## config.mk

```make
export PLATFORM = sky130hd
export DESIGN_NAME = dma_cfg_guard
export DESIGN_NICKNAME = d
export VERILOG_FILES = /design/src/rtl/dma_cfg_guard_pkg.sv /design/src/rtl/dma_cfg_guard_dec.sv /design/src/rtl/dma_cfg_guard_lock.sv /design/src/rtl/dma_cfg_guard_attr.sv /design/src/rtl/dma_cfg_guard.sv
export SDC_FILE = /design/constraint.sdc
export NUM_CORES = 1
export LEC_CHECK = 0
export BUFFER_PORTS_ARGS = -buffer_cell sky130_fd_sc_hd__buf_2
export CAP_MARGIN = 20
export CORE_ASPECT_RATIO = 1.2
export CORE_MARGIN = 8
export CORE_UTILIZATION = 40
export CTS_BUF_LIST = sky130_fd_sc_hd__clkbuf_4 sky130_fd_sc_hd__clkbuf_8
export DETAILED_ROUTE_END_ITERATION = 10
export GPL_TIMING_DRIVEN = 0
export PLACE_DENSITY = 0.78
export RECOVER_POWER = 25
export SETUP_SLACK_MARGIN = 0.02
export SYNTH_ARGS = -nofsm -noshare
export SYNTH_HDL_FRONTEND = slang
export SYNTH_SLANG_ARGS = --single-unit
```

## constraint.sdc

```tcl
create_clock -name clk_i -period 1.6 [get_ports clk_i]
set_input_delay 0.4 -clock clk_i [delete_from_list [all_inputs] [get_ports clk_i]]
set_output_delay 0.4 -clock clk_i [all_outputs]
set_load 0.02 [all_outputs]
```

## src/rtl/dma_cfg_guard_pkg.sv

```systemverilog
package dma_cfg_guard_pkg;
  localparam int unsigned ZONE_W     = 4;
  localparam int unsigned LINK_W     = 4;
  localparam int unsigned ROUTE_W    = 4;
  localparam int unsigned CPU_W      = 4;
  localparam int unsigned PRIV_ID_W  = 8;
  localparam int unsigned PRIV_LVL_W = 2;

  // word indices of the registers held here
  localparam int unsigned LOCK_WORD   = 32;
  localparam int unsigned COMMIT_WORD = 33;
  localparam int unsigned ATTR_A_WORD = 34;
  localparam int unsigned ATTR_B_WORD = 35;

  typedef struct packed {
    logic [CPU_W-1:0]   cpu;
    logic [ROUTE_W-1:0] route;
    logic [LINK_W-1:0]  link;
    logic [ZONE_W-1:0]  zone;
  } attr_a_t;

  typedef struct packed {
    logic                  secure;
    logic [PRIV_LVL_W-1:0] lvl;
    logic [PRIV_ID_W-1:0]  id;
  } attr_b_t;

  typedef enum logic [2:0] {
    SEL_NONE,
    SEL_LOCK,
    SEL_COMMIT,
    SEL_ATTR_A,
    SEL_ATTR_B
  } own_sel_e;
endpackage

```

## src/rtl/dma_cfg_guard_dec.sv

```systemverilog
module dma_cfg_guard_dec
  import dma_cfg_guard_pkg::*;
#(
  parameter int unsigned ADDR_W   = 9,
  parameter int unsigned NUM_PROT = 16,
  parameter int unsigned NUM_OPEN = 9
) (
  input  logic [ADDR_W-1:0]            addr_i,
  output logic [NUM_PROT+NUM_OPEN-1:0] ext_hit_o,
  output logic                         prot_hit_o,
  output own_sel_e                     own_sel_o
);
  localparam int unsigned NUM_EXT = NUM_PROT + NUM_OPEN;
  localparam int unsigned IDX_W   = ADDR_W - 2;

  logic [IDX_W-1:0] word;
  logic             unused_low;

  assign word       = addr_i[ADDR_W-1:2];
  assign unused_low = ^addr_i[1:0];

  for (genvar g = 0; g < NUM_EXT; g++) begin : g_hit
    assign ext_hit_o[g] = (word == IDX_W'(g));
  end

  assign prot_hit_o = |ext_hit_o[NUM_PROT-1:0];

  always_comb begin
    own_sel_o = SEL_NONE;
    case (word)
      IDX_W'(LOCK_WORD):   own_sel_o = SEL_LOCK;
      IDX_W'(COMMIT_WORD): own_sel_o = SEL_COMMIT;
      IDX_W'(ATTR_A_WORD): own_sel_o = SEL_ATTR_A;
      IDX_W'(ATTR_B_WORD): own_sel_o = SEL_ATTR_B;
      default:             own_sel_o = SEL_NONE;
    endcase
  end
endmodule

```

## src/rtl/dma_cfg_guard_lock.sv

```systemverilog
module dma_cfg_guard_lock (
  input  logic clk_i,
  input  logic rst_ni,
  input  logic lock_wr_i,
  input  logic commit_wr_i,
  input  logic wbit_i,
  output logic lock_o,
  output logic commit_o
);
  logic lock_q, commit_q;

  always_ff @(posedge clk_i or negedge rst_ni) begin
    if (!rst_ni) begin
      lock_q   <= 1'b0;
      commit_q <= 1'b0;
    end else begin
      if (lock_wr_i && !commit_q) lock_q <= wbit_i;
      if (commit_wr_i && wbit_i)  commit_q <= 1'b1;
    end
  end

  assign lock_o   = lock_q;
  assign commit_o = commit_q;

  assert_seal_sticky_R6: assert property (@(posedge clk_i) disable iff (!rst_ni)
    commit_q |=> commit_q);

  assert_sealed_lock_frozen_R5: assert property (@(posedge clk_i) disable iff (!rst_ni)
    commit_q |=> $stable(lock_q));

  assert_open_lock_follows_R5: assert property (@(posedge clk_i) disable iff (!rst_ni)
    (lock_wr_i && !commit_q) |=> (lock_q == $past(wbit_i)));
endmodule

```

## src/rtl/dma_cfg_guard_attr.sv

```systemverilog
module dma_cfg_guard_attr
  import dma_cfg_guard_pkg::*;
(
  input  logic    clk_i,
  input  logic    rst_ni,
  input  logic    capture_i,
  input  attr_a_t attr_a_i,
  input  attr_b_t attr_b_i,
  output attr_a_t attr_a_o,
  output attr_b_t attr_b_o
);
  attr_a_t a_q;
  attr_b_t b_q;

  always_ff @(posedge clk_i or negedge rst_ni) begin
    if (!rst_ni) begin
      a_q <= '0;
      b_q <= '0;
    end else if (capture_i) begin
      a_q <= attr_a_i;
      b_q <= attr_b_i;
    end
  end

  assign attr_a_o = a_q;
  assign attr_b_o = b_q;

  assert_attr_capture_R7: assert property (@(posedge clk_i) disable iff (!rst_ni)
    capture_i |=> (a_q == $past(attr_a_i)) && (b_q == $past(attr_b_i)));

  assert_attr_hold_R7: assert property (@(posedge clk_i) disable iff (!rst_ni)
    !capture_i |=> $stable(a_q) && $stable(b_q));
endmodule

```

## src/rtl/dma_cfg_guard.sv

```systemverilog
module dma_cfg_guard
  import dma_cfg_guard_pkg::*;
#(
  parameter int unsigned ADDR_W   = 9,
  parameter int unsigned DATA_W   = 32,
  parameter int unsigned NUM_PROT = 16,
  parameter int unsigned NUM_OPEN = 9
) (
  input  logic                         clk_i,
  input  logic                         rst_ni,
  input  logic                         req_i,
  input  logic                         we_i,
  input  logic [ADDR_W-1:0]            addr_i,
  input  logic [DATA_W-1:0]            wdata_i,
  input  logic [ZONE_W-1:0]            acc_zone_i,
  input  logic [LINK_W-1:0]            acc_link_i,
  input  logic [ROUTE_W-1:0]           acc_route_i,
  input  logic [CPU_W-1:0]             acc_cpu_i,
  input  logic [PRIV_ID_W-1:0]         acc_priv_id_i,
  input  logic [PRIV_LVL_W-1:0]        acc_priv_lvl_i,
  input  logic                         acc_secure_i,
  output logic [NUM_PROT+NUM_OPEN-1:0] wen_o,
  output logic                         resp_valid_o,
  output logic [DATA_W-1:0]            rdata_o
);
  localparam int unsigned NUM_EXT = NUM_PROT + NUM_OPEN;
  localparam logic [NUM_EXT-1:0] PROT_MASK = NUM_EXT'((64'(1) << NUM_PROT) - 64'(1));

  logic [NUM_EXT-1:0] ext_hit;
  logic               prot_hit;
  own_sel_e           own_sel;
  logic               lock_q, commit_q;
  attr_a_t            attr_a_in, attr_a_q;
  attr_b_t            attr_b_in, attr_b_q;
  logic [DATA_W-1:0]  rd_d;
  logic               resp_q;
  logic [DATA_W-1:0]  rdata_q;
  logic               unused_wdata;

  assign unused_wdata = ^wdata_i[DATA_W-1:1];

  dma_cfg_guard_dec #(
    .ADDR_W  (ADDR_W),
    .NUM_PROT(NUM_PROT),
    .NUM_OPEN(NUM_OPEN)
  ) u_dec (
    .addr_i    (addr_i),
    .ext_hit_o (ext_hit),
    .prot_hit_o(prot_hit),
    .own_sel_o (own_sel)
  );

  dma_cfg_guard_lock u_lock (
    .clk_i      (clk_i),
    .rst_ni     (rst_ni),
    .lock_wr_i  (req_i && we_i && (own_sel == SEL_LOCK)),
    .commit_wr_i(req_i && we_i && (own_sel == SEL_COMMIT)),
    .wbit_i     (wdata_i[0]),
    .lock_o     (lock_q),
    .commit_o   (commit_q)
  );

  assign attr_a_in = '{cpu: acc_cpu_i, route: acc_route_i, link: acc_link_i, zone: acc_zone_i};
  assign attr_b_in = '{secure: acc_secure_i, lvl: acc_priv_lvl_i, id: acc_priv_id_i};

  dma_cfg_guard_attr u_attr (
    .clk_i    (clk_i),
    .rst_ni   (rst_ni),
    .capture_i(req_i),
    .attr_a_i (attr_a_in),
    .attr_b_i (attr_b_in),
    .attr_a_o (attr_a_q),
    .attr_b_o (attr_b_q)
  );

  // blocked writes still complete; only the enable is withheld
  assign wen_o = (req_i && we_i && !(prot_hit && lock_q)) ? ext_hit : '0;

  always_comb begin
    case (own_sel)
      SEL_LOCK:   rd_d = DATA_W'(lock_q);
      SEL_COMMIT: rd_d = DATA_W'(commit_q);
      SEL_ATTR_A: rd_d = DATA_W'(attr_a_q);
      SEL_ATTR_B: rd_d = DATA_W'(attr_b_q);
      default:    rd_d = '0;
    endcase
  end

  always_ff @(posedge clk_i or negedge rst_ni) begin
    if (!rst_ni) begin
      resp_q  <= 1'b0;
      rdata_q <= '0;
    end else begin
      resp_q  <= req_i;
      rdata_q <= (req_i && !we_i) ? rd_d : '0;
    end
  end

  assign resp_valid_o = resp_q;
  assign rdata_o      = rdata_q;

  assert_single_enable_R2: assert property (@(posedge clk_i) disable iff (!rst_ni)
    $onehot0(wen_o));

  assert_locked_blocks_R3: assert property (@(posedge clk_i) disable iff (!rst_ni)
    (req_i && we_i && lock_q) |-> ((wen_o & PROT_MASK) == '0));

  assert_open_unaffected_R4: assert property (@(posedge clk_i) disable iff (!rst_ni)
    (req_i && we_i && lock_q && ((ext_hit & ~PROT_MASK) != '0)) |-> (wen_o != '0));

  assert_reserved_read_zero_R9: assert property (@(posedge clk_i) disable iff (!rst_ni)
    (req_i && !we_i && (own_sel == SEL_NONE)) |=> (rdata_o == '0));

  assert_resp_follows_R10: assert property (@(posedge clk_i) disable iff (!rst_ni)
    req_i |=> resp_valid_o);

  assert_no_spurious_resp_R10: assert property (@(posedge clk_i) disable iff (!rst_ni)
    !req_i |=> !resp_valid_o);

  assert_read_no_enable_R11: assert property (@(posedge clk_i) disable iff (!rst_ni)
    !(req_i && we_i) |-> (wen_o == '0));
endmodule

```

==> results of run 1 <==
routing by layer:
layer	share of wire, %	up-vias
li1	-	861
met4	1.8	0
met2	54	66
met5	0	-
met3	6.1	8
met1	38	883
power breakdown:
group          internal, mW  switching (mW)
registers              1.23          0.0364
clock network         0.500           0.367
logic                 0.182           0.187
total                  1.91           0.591
worst max-delay path, delay by kind of cell:
family | cells | cell delay (ps)
AND/OR/NAND/NOR | 3 | 640
buffers and inverters | 3 | 470
state kept, by name, summed over array words and instances (netlist names):
register and cells:
u_lock.commit_o 1, u_lock.lock_o 1, resp_valid_o 1, rdata_o 16, u_attr.attr_b_o 11, u_attr.attr_a_o 16
final timing paths:
check | start | end | slack [ps] | depth (start not counted)
max reg2reg | u_lock.commit_o | u_lock.lock_o | 440 | 2
max | addr_i[7] | wen_o[10] | -310 | 6
max in group asynchronous | rst_ni | u_attr.attr_a_o[11] | 300 | 3
min in group asynchronous | rst_ni | u_attr.attr_b_o[7] | 460 | 2
min | req_i | resp_valid_o | 270 | 1
min reg2reg | u_attr.attr_a_o[12] | rdata_o[12] | 510 | 1
layout by cell type, fill, tap and decap left out, types with 2 or more instances in the layout:
cell type  synthesis  final
nor2_4             0      6
buf_6              0     15
nand2_1            4      2
and3_1             7      6
clkbuf_1           3      2
clkbuf_2           0      2
buf_4             16     40
nor2b_1            3      2
nand2b_2           0      2
nor2_1            22     12
nand3_1           23     21
mux2_2            27     27
buf_2              7     56
nor4_4             1      3
nor4b_1            3      2
clkbuf_8           0      6
nor2_2             0      4
conb_1             1     16
a21oi_1           10     10
dfrtp_1           46     46
area by class of cell:
| type | count | share of cell area [%] |
|---|---|---|
| sequential | 46 | 35.8 |
| multi-input combinational | 133 | 33.1 |
| timing repair buffer | 91 | 18.5 |
| buffer | 27 | 6.70 |
| clock buffer | 6 | 2.57 |
| tap | 62 | 2.41 |
| clock inverter | 1 | 0.934 |
logic make-up (layout without fill, tap and decap cells):
group	count (synthesis)	in the layout	share of synthesized area (%)
AO/OA/AOI/OAI	11	11	2.78
AND/OR/NAND/NOR	77	77	20.2
buffers and inverters	27	125	7.88
flip-flops	46	46	53.3
other	1	16	0.174
multiplexers	29	29	15.6
metrics by stage:
stage	instances	setup WS [ps]	TNS (ps)
2_1_floorplan	206	-99.7	-1610
3_3_place_gp	348	-344	-7600
3_5_place_dp	348	-374	-8330
4_1_cts	364	-269	-5830
5_1_grt	366	-358	-6700
6_report	366	-310	-5450
what timing repair did:
| item | CTS | global route |
|---|---|---|
| pin swaps | 4 | 3 |
| gates resized for setup | 26 | 37 |
| hold endpoints to repair | 0 | 3 |
| hold buffers | 0 | 1 |
| setup buffers | 9 | 0 |
| endpoints found under the setup margin | 25 | 28 |
==> run summary, run 1 <==
Largest stage delay on the critical path -> 280 ps
Per-cell routed wire length -> 16.3 um
Total gr overflow -> 0
Count leader, synth -> dfrtp_1
Port bufs -> 80
Mapped Area -> 0.00216 mm2
Total wire length -> 5.96 mm
Total GRT Usage -> 14.2%
Slew @ Worst Pin -> 566 ps
CP startpoint kind -> primary input
Worst setup path class -> in -> out
Post-Syn Instances -> 191
CTS tree -> built
Final setup viols -> 25
Power per Cell Area -> 780 mW/mm2
Detailed placer's ending HPWL -> 4.16 mm
Initial Utilization -> 41.0%
Met3 GRT Util -> 4.36%
Fin area -> 0.00321 mm2
Final period utilization -> 119%
Clock Skews -> 6.71 ps
Power Total -> 2.51 mW
Crit-path cells -> buf_6 -> nor4bb_4 -> buf_6 -> nand4b_1 -> nor2_1 -> buf_4
Sequential Area -> 0.00115 mm2
Final Hold Fails -> 0
Hold WC Path Type -> in -> reg
Drt pass-1 iters -> 4
CP endpoint kind -> output port
Fmax -> 523 MHz
Most frequent CP cell -> buf_6
RSZ-0062 raised after global routing -> yes
Distinct cells, synth -> 29
Failing checks -> setup timing
Primary FF master, synth -> dfrtp_1
CP Data Arrival Time -> 1510 ps
Global-route wire length before repair -> 9.36 mm
Clock root buffer -> clkbuf_8
Max Cap Violations -> 0
Initial detailed-routing violation count -> 25
Status -> finished, violations left
Minimum hold slack -> 267 ps
Period minus WS final -> 1910 ps
#FFs+latches synth -> 46
Largest net degree at the start of global routing -> 47
Clock sinks -> 46
Placement-stage cell area -> 0.00280 mm2
Clock tree buffer depth -> 2
Global-route track usage on met1 -> 15.5%
Rel. slew slack -> 62.2%
Core ar. -> 0.00526 mm2
Gr busiest metal -> met2
Synth top area share -> 53.3%
Fillers -> 431
Sequential-to-total area share from yosys stat -> 53.3%
IO Count -> 130
Share of layout cells above drive strength 1 -> 58.2%
Initial antenna violation count -> 0
YS warnings -> 0
Worst-Skew Late Latency -> 300 ps
Vias in the first global route -> 1,940
Count of flip-flops with a built-in enable after synthesis -> 0
Clock transition at path regs -> 70 ps
Slowest-stage cell, CP -> nor4bb_4
Worst VDD drop -> 0.657 mV
Grt met2 use -> 25.4%
Crit path max fanout -> 7
Gp weighted congestion -> 0.774
Via count -> 1,818
Die H -> 96.5 um
H-Tree Depth -> 2
Die area -> 0.00802 mm2
Area Growth Syn to Fin -> 48.8%
Ranking of synthesized cells by area -> dfrtp_1 53%, mux2_2 14%, buf_4 5.6%
# diodes -> 0
WP data required -> 1200 ps
Standard-cell row count -> 29
Ys async rst share -> 100%
Syn Area/Cell -> 11.3 um2
DIE WIDTH -> 83.1 um
Static Leak -> 1.56 nW
Nets -> 376
DRC violations left -> 0
Core Util, Final -> 61.1%
Post-synth top cells -> 46 x dfrtp_1, 27 x mux2_2, 23 x nand3_1, 22 x nor2_1, 16 x buf_4
Routed Antenna Nets -> 0
CTS Buf Count -> 5
Slew Viols, Final -> 0
Synth area leader -> dfrtp_1
Multi-input gate area -> 0.00106 mm2
Final worst slack -> -310 ps
Via-to-Cell Ratio -> 4.97
(Power assumes the default switching activity.)
==> inputs of run 2 (changes only) <==
--- a/config.mk
+++ b/config.mk
@@ -13,9 +13,10 @@
 export CTS_BUF_LIST = sky130_fd_sc_hd__clkbuf_4 sky130_fd_sc_hd__clkbuf_8
 export DETAILED_ROUTE_END_ITERATION = 10
 export GPL_TIMING_DRIVEN = 0
+export HOLD_SLACK_MARGIN = 0.03
 export PLACE_DENSITY = 0.78
 export RECOVER_POWER = 25
-export SETUP_SLACK_MARGIN = 0.02
+export SETUP_SLACK_MARGIN = 0.1
 export SYNTH_ARGS = -nofsm -noshare
 export SYNTH_HDL_FRONTEND = slang
 export SYNTH_SLANG_ARGS = --single-unit
==> run 2 against run 1 <==
The run still ends with setup timing left. Via count is 3.8% higher. Non-clock buffer count grew 3. Hold slack got worse by 55 ps. Utilization is 0.17 points higher. Global-route usage rose by 1.3 points. Clock skew shrank 1.3 ps. Count of clock-buffer cells in the layout unchanged. Die area unchanged. Cell count up 1.1%. Clock power rose by 22%. Worst setup slack better by 42 ps. Critical endpoint is now wen_o[23].
==> run summary, run 2 (same netlist as run 1, synthesis figures left out) <==
CP startpoint kind -> primary input
Largest net degree at the start of global routing -> 47
CTS Buf Count -> 5
Via-to-Cell Ratio -> 5.10
Reg2Reg Depth -> 2
Power per Cell Area -> 838 mW/mm2
Total wire length -> 6.35 mm
CTS tree -> built
CP Data Arrival Time -> 1470 ps
Gp weighted congestion -> 0.811
Vias in the first global route -> 2,011
Final cell count without fillers -> 370
Commonest cells after routing, fill and taps aside -> 55 x buf_2, 46 x dfrtp_1, 45 x buf_4
Core ar. -> 0.00526 mm2
Crit path max fanout -> 7
Area Growth Syn to Fin -> 49.2%
Hold path depth -> 1
Port bufs -> 80
DRC violations left -> 0
H-Tree Depth -> 2
Die area -> 0.00802 mm2
Max Cap Violations -> 0
Register-to-register setup slack -> 450 ps
Drt pass-1 iters -> 4
RSZ-0062 raised after global routing -> yes
Via count -> 1,887
DIE WIDTH -> 83.1 um
Initial Utilization -> 41.0%
Per-cell routed wire length -> 17.2 um
Slew Viols, Final -> 0
Clock Skews -> 5.41 ps
Failing checks -> setup timing
Total gr overflow -> 0
Global-route wire length before repair -> 10.1 mm
Initial antenna violation count -> 0
Standard-cell row count -> 29
Initial detailed-routing violation count -> 70
Slew @ Worst Pin -> 547 ps
Hold WC Path Type -> in -> reg
CP endpoint kind -> output port
Worst-Skew Late Latency -> 300 ps
Final setup TNS -> -5610 ps
Clock root buffer -> clkbuf_8
Routed Antenna Nets -> 0
Die H -> 96.5 um
Detailed placer's ending HPWL -> 4.32 mm
Final period utilization -> 117%
WP data required -> 1200 ps
Nets -> 379
Post-Place Setup Slack -> -354 ps
Commonest non-fill, non-tap cell in the layout -> buf_2
Final Hold Fails -> 0
Cells after DPL -> 348
# diodes -> 0
Period minus WS final -> 1870 ps
Clock sinks -> 46
Final setup viols -> 25
Total GRT Usage -> 15.4%
Final worst slack -> -268 ps
Rel. slew slack -> 63.5%
Clock transition at path regs -> 90 ps
Worst setup path class -> in -> out
Fmax -> 535 MHz
Status -> finished, violations left
IO Count -> 130
Worst VDD drop -> 0.581 mV
Static Leak -> 1.57 nW
Share of layout cells above drive strength 1 -> 57.5%
Clock tree buffer depth -> 2
==> run 2: worst max-delay path: stages <==
cell and delay [ps]:
buf_6 90, nor4bb_1 250, buf_4 210, buf_4 130, nand3_4 90, nor2_1 130, buf_4 160
==> run 2: final timing paths <==
kind	endpoint	from
max in group asynchronous	rdata_o[0]	rst_ni
max	wen_o[23]	addr_i[7]
max reg2reg	u_lock.lock_o	u_lock.commit_o
min	resp_valid_o	req_i
min in group asynchronous	rdata_o[12]	rst_ni
min reg2reg	u_attr.attr_a_o[13]	u_attr.attr_a_o[13]
==> run 2: where the power goes <==
part	total, mW	internal [mW]	leakage, nW	switching (mW)
sequential	1.27	1.23	0.579	0.0372
clock	1.06	0.666	0.0714	0.391
combinational	0.374	0.186	0.924	0.188
total	2.70	2.09	1.57	0.616
==> run 2: per-layer routing <==
| layer | vias up | track usage (%) | share of wire (%) |
|---|---|---|---|
| met4 | 0 | 5.43 | 1.4 |
| met1 | 922 | 16.7 | 39 |
| li1 | 867 | - | - |
| met3 | 9 | 5.54 | 7.5 |
| met2 | 89 | 27.6 | 53 |
| met5 | - | 0 | 0 |
==> run 2: repair_timing <==
action                                  4_1_cts  5_1_grt
buffers inserted                             11        1
hold buffers                                  0        1
endpoints found under the setup margin       25       36
resized for setup                            47        7
pin swaps                                    10        3
hold endpoints to repair                      0        8
==> run 2: metrics by stage <==
step	hold slack (ps)	total power, mW	util, %	instance area, um2
2_1_floorplan	104	1.50	-	2320
3_3_place_gp	482	1.61	53.2	2800
3_5_place_dp	490	1.62	53.2	2800
4_1_cts	202	2.71	60.4	3180
5_1_grt	206	2.80	61.3	3220
6_report	212	2.70	61.3	3220
==> run 2: area by class of cell <==
class / count / area [um2]
Tap cell: 62 / 77.6
Buffer: 27 / 214
Clock buffer: 6 / 82.6
Multi-Input combinational cell: 133 / 1020
Fill cell: 426 / 2040
Sequential cell: 46 / 1150
Clock inverter: 2 / 60.1
Timing Repair Buffer: 94 / 617
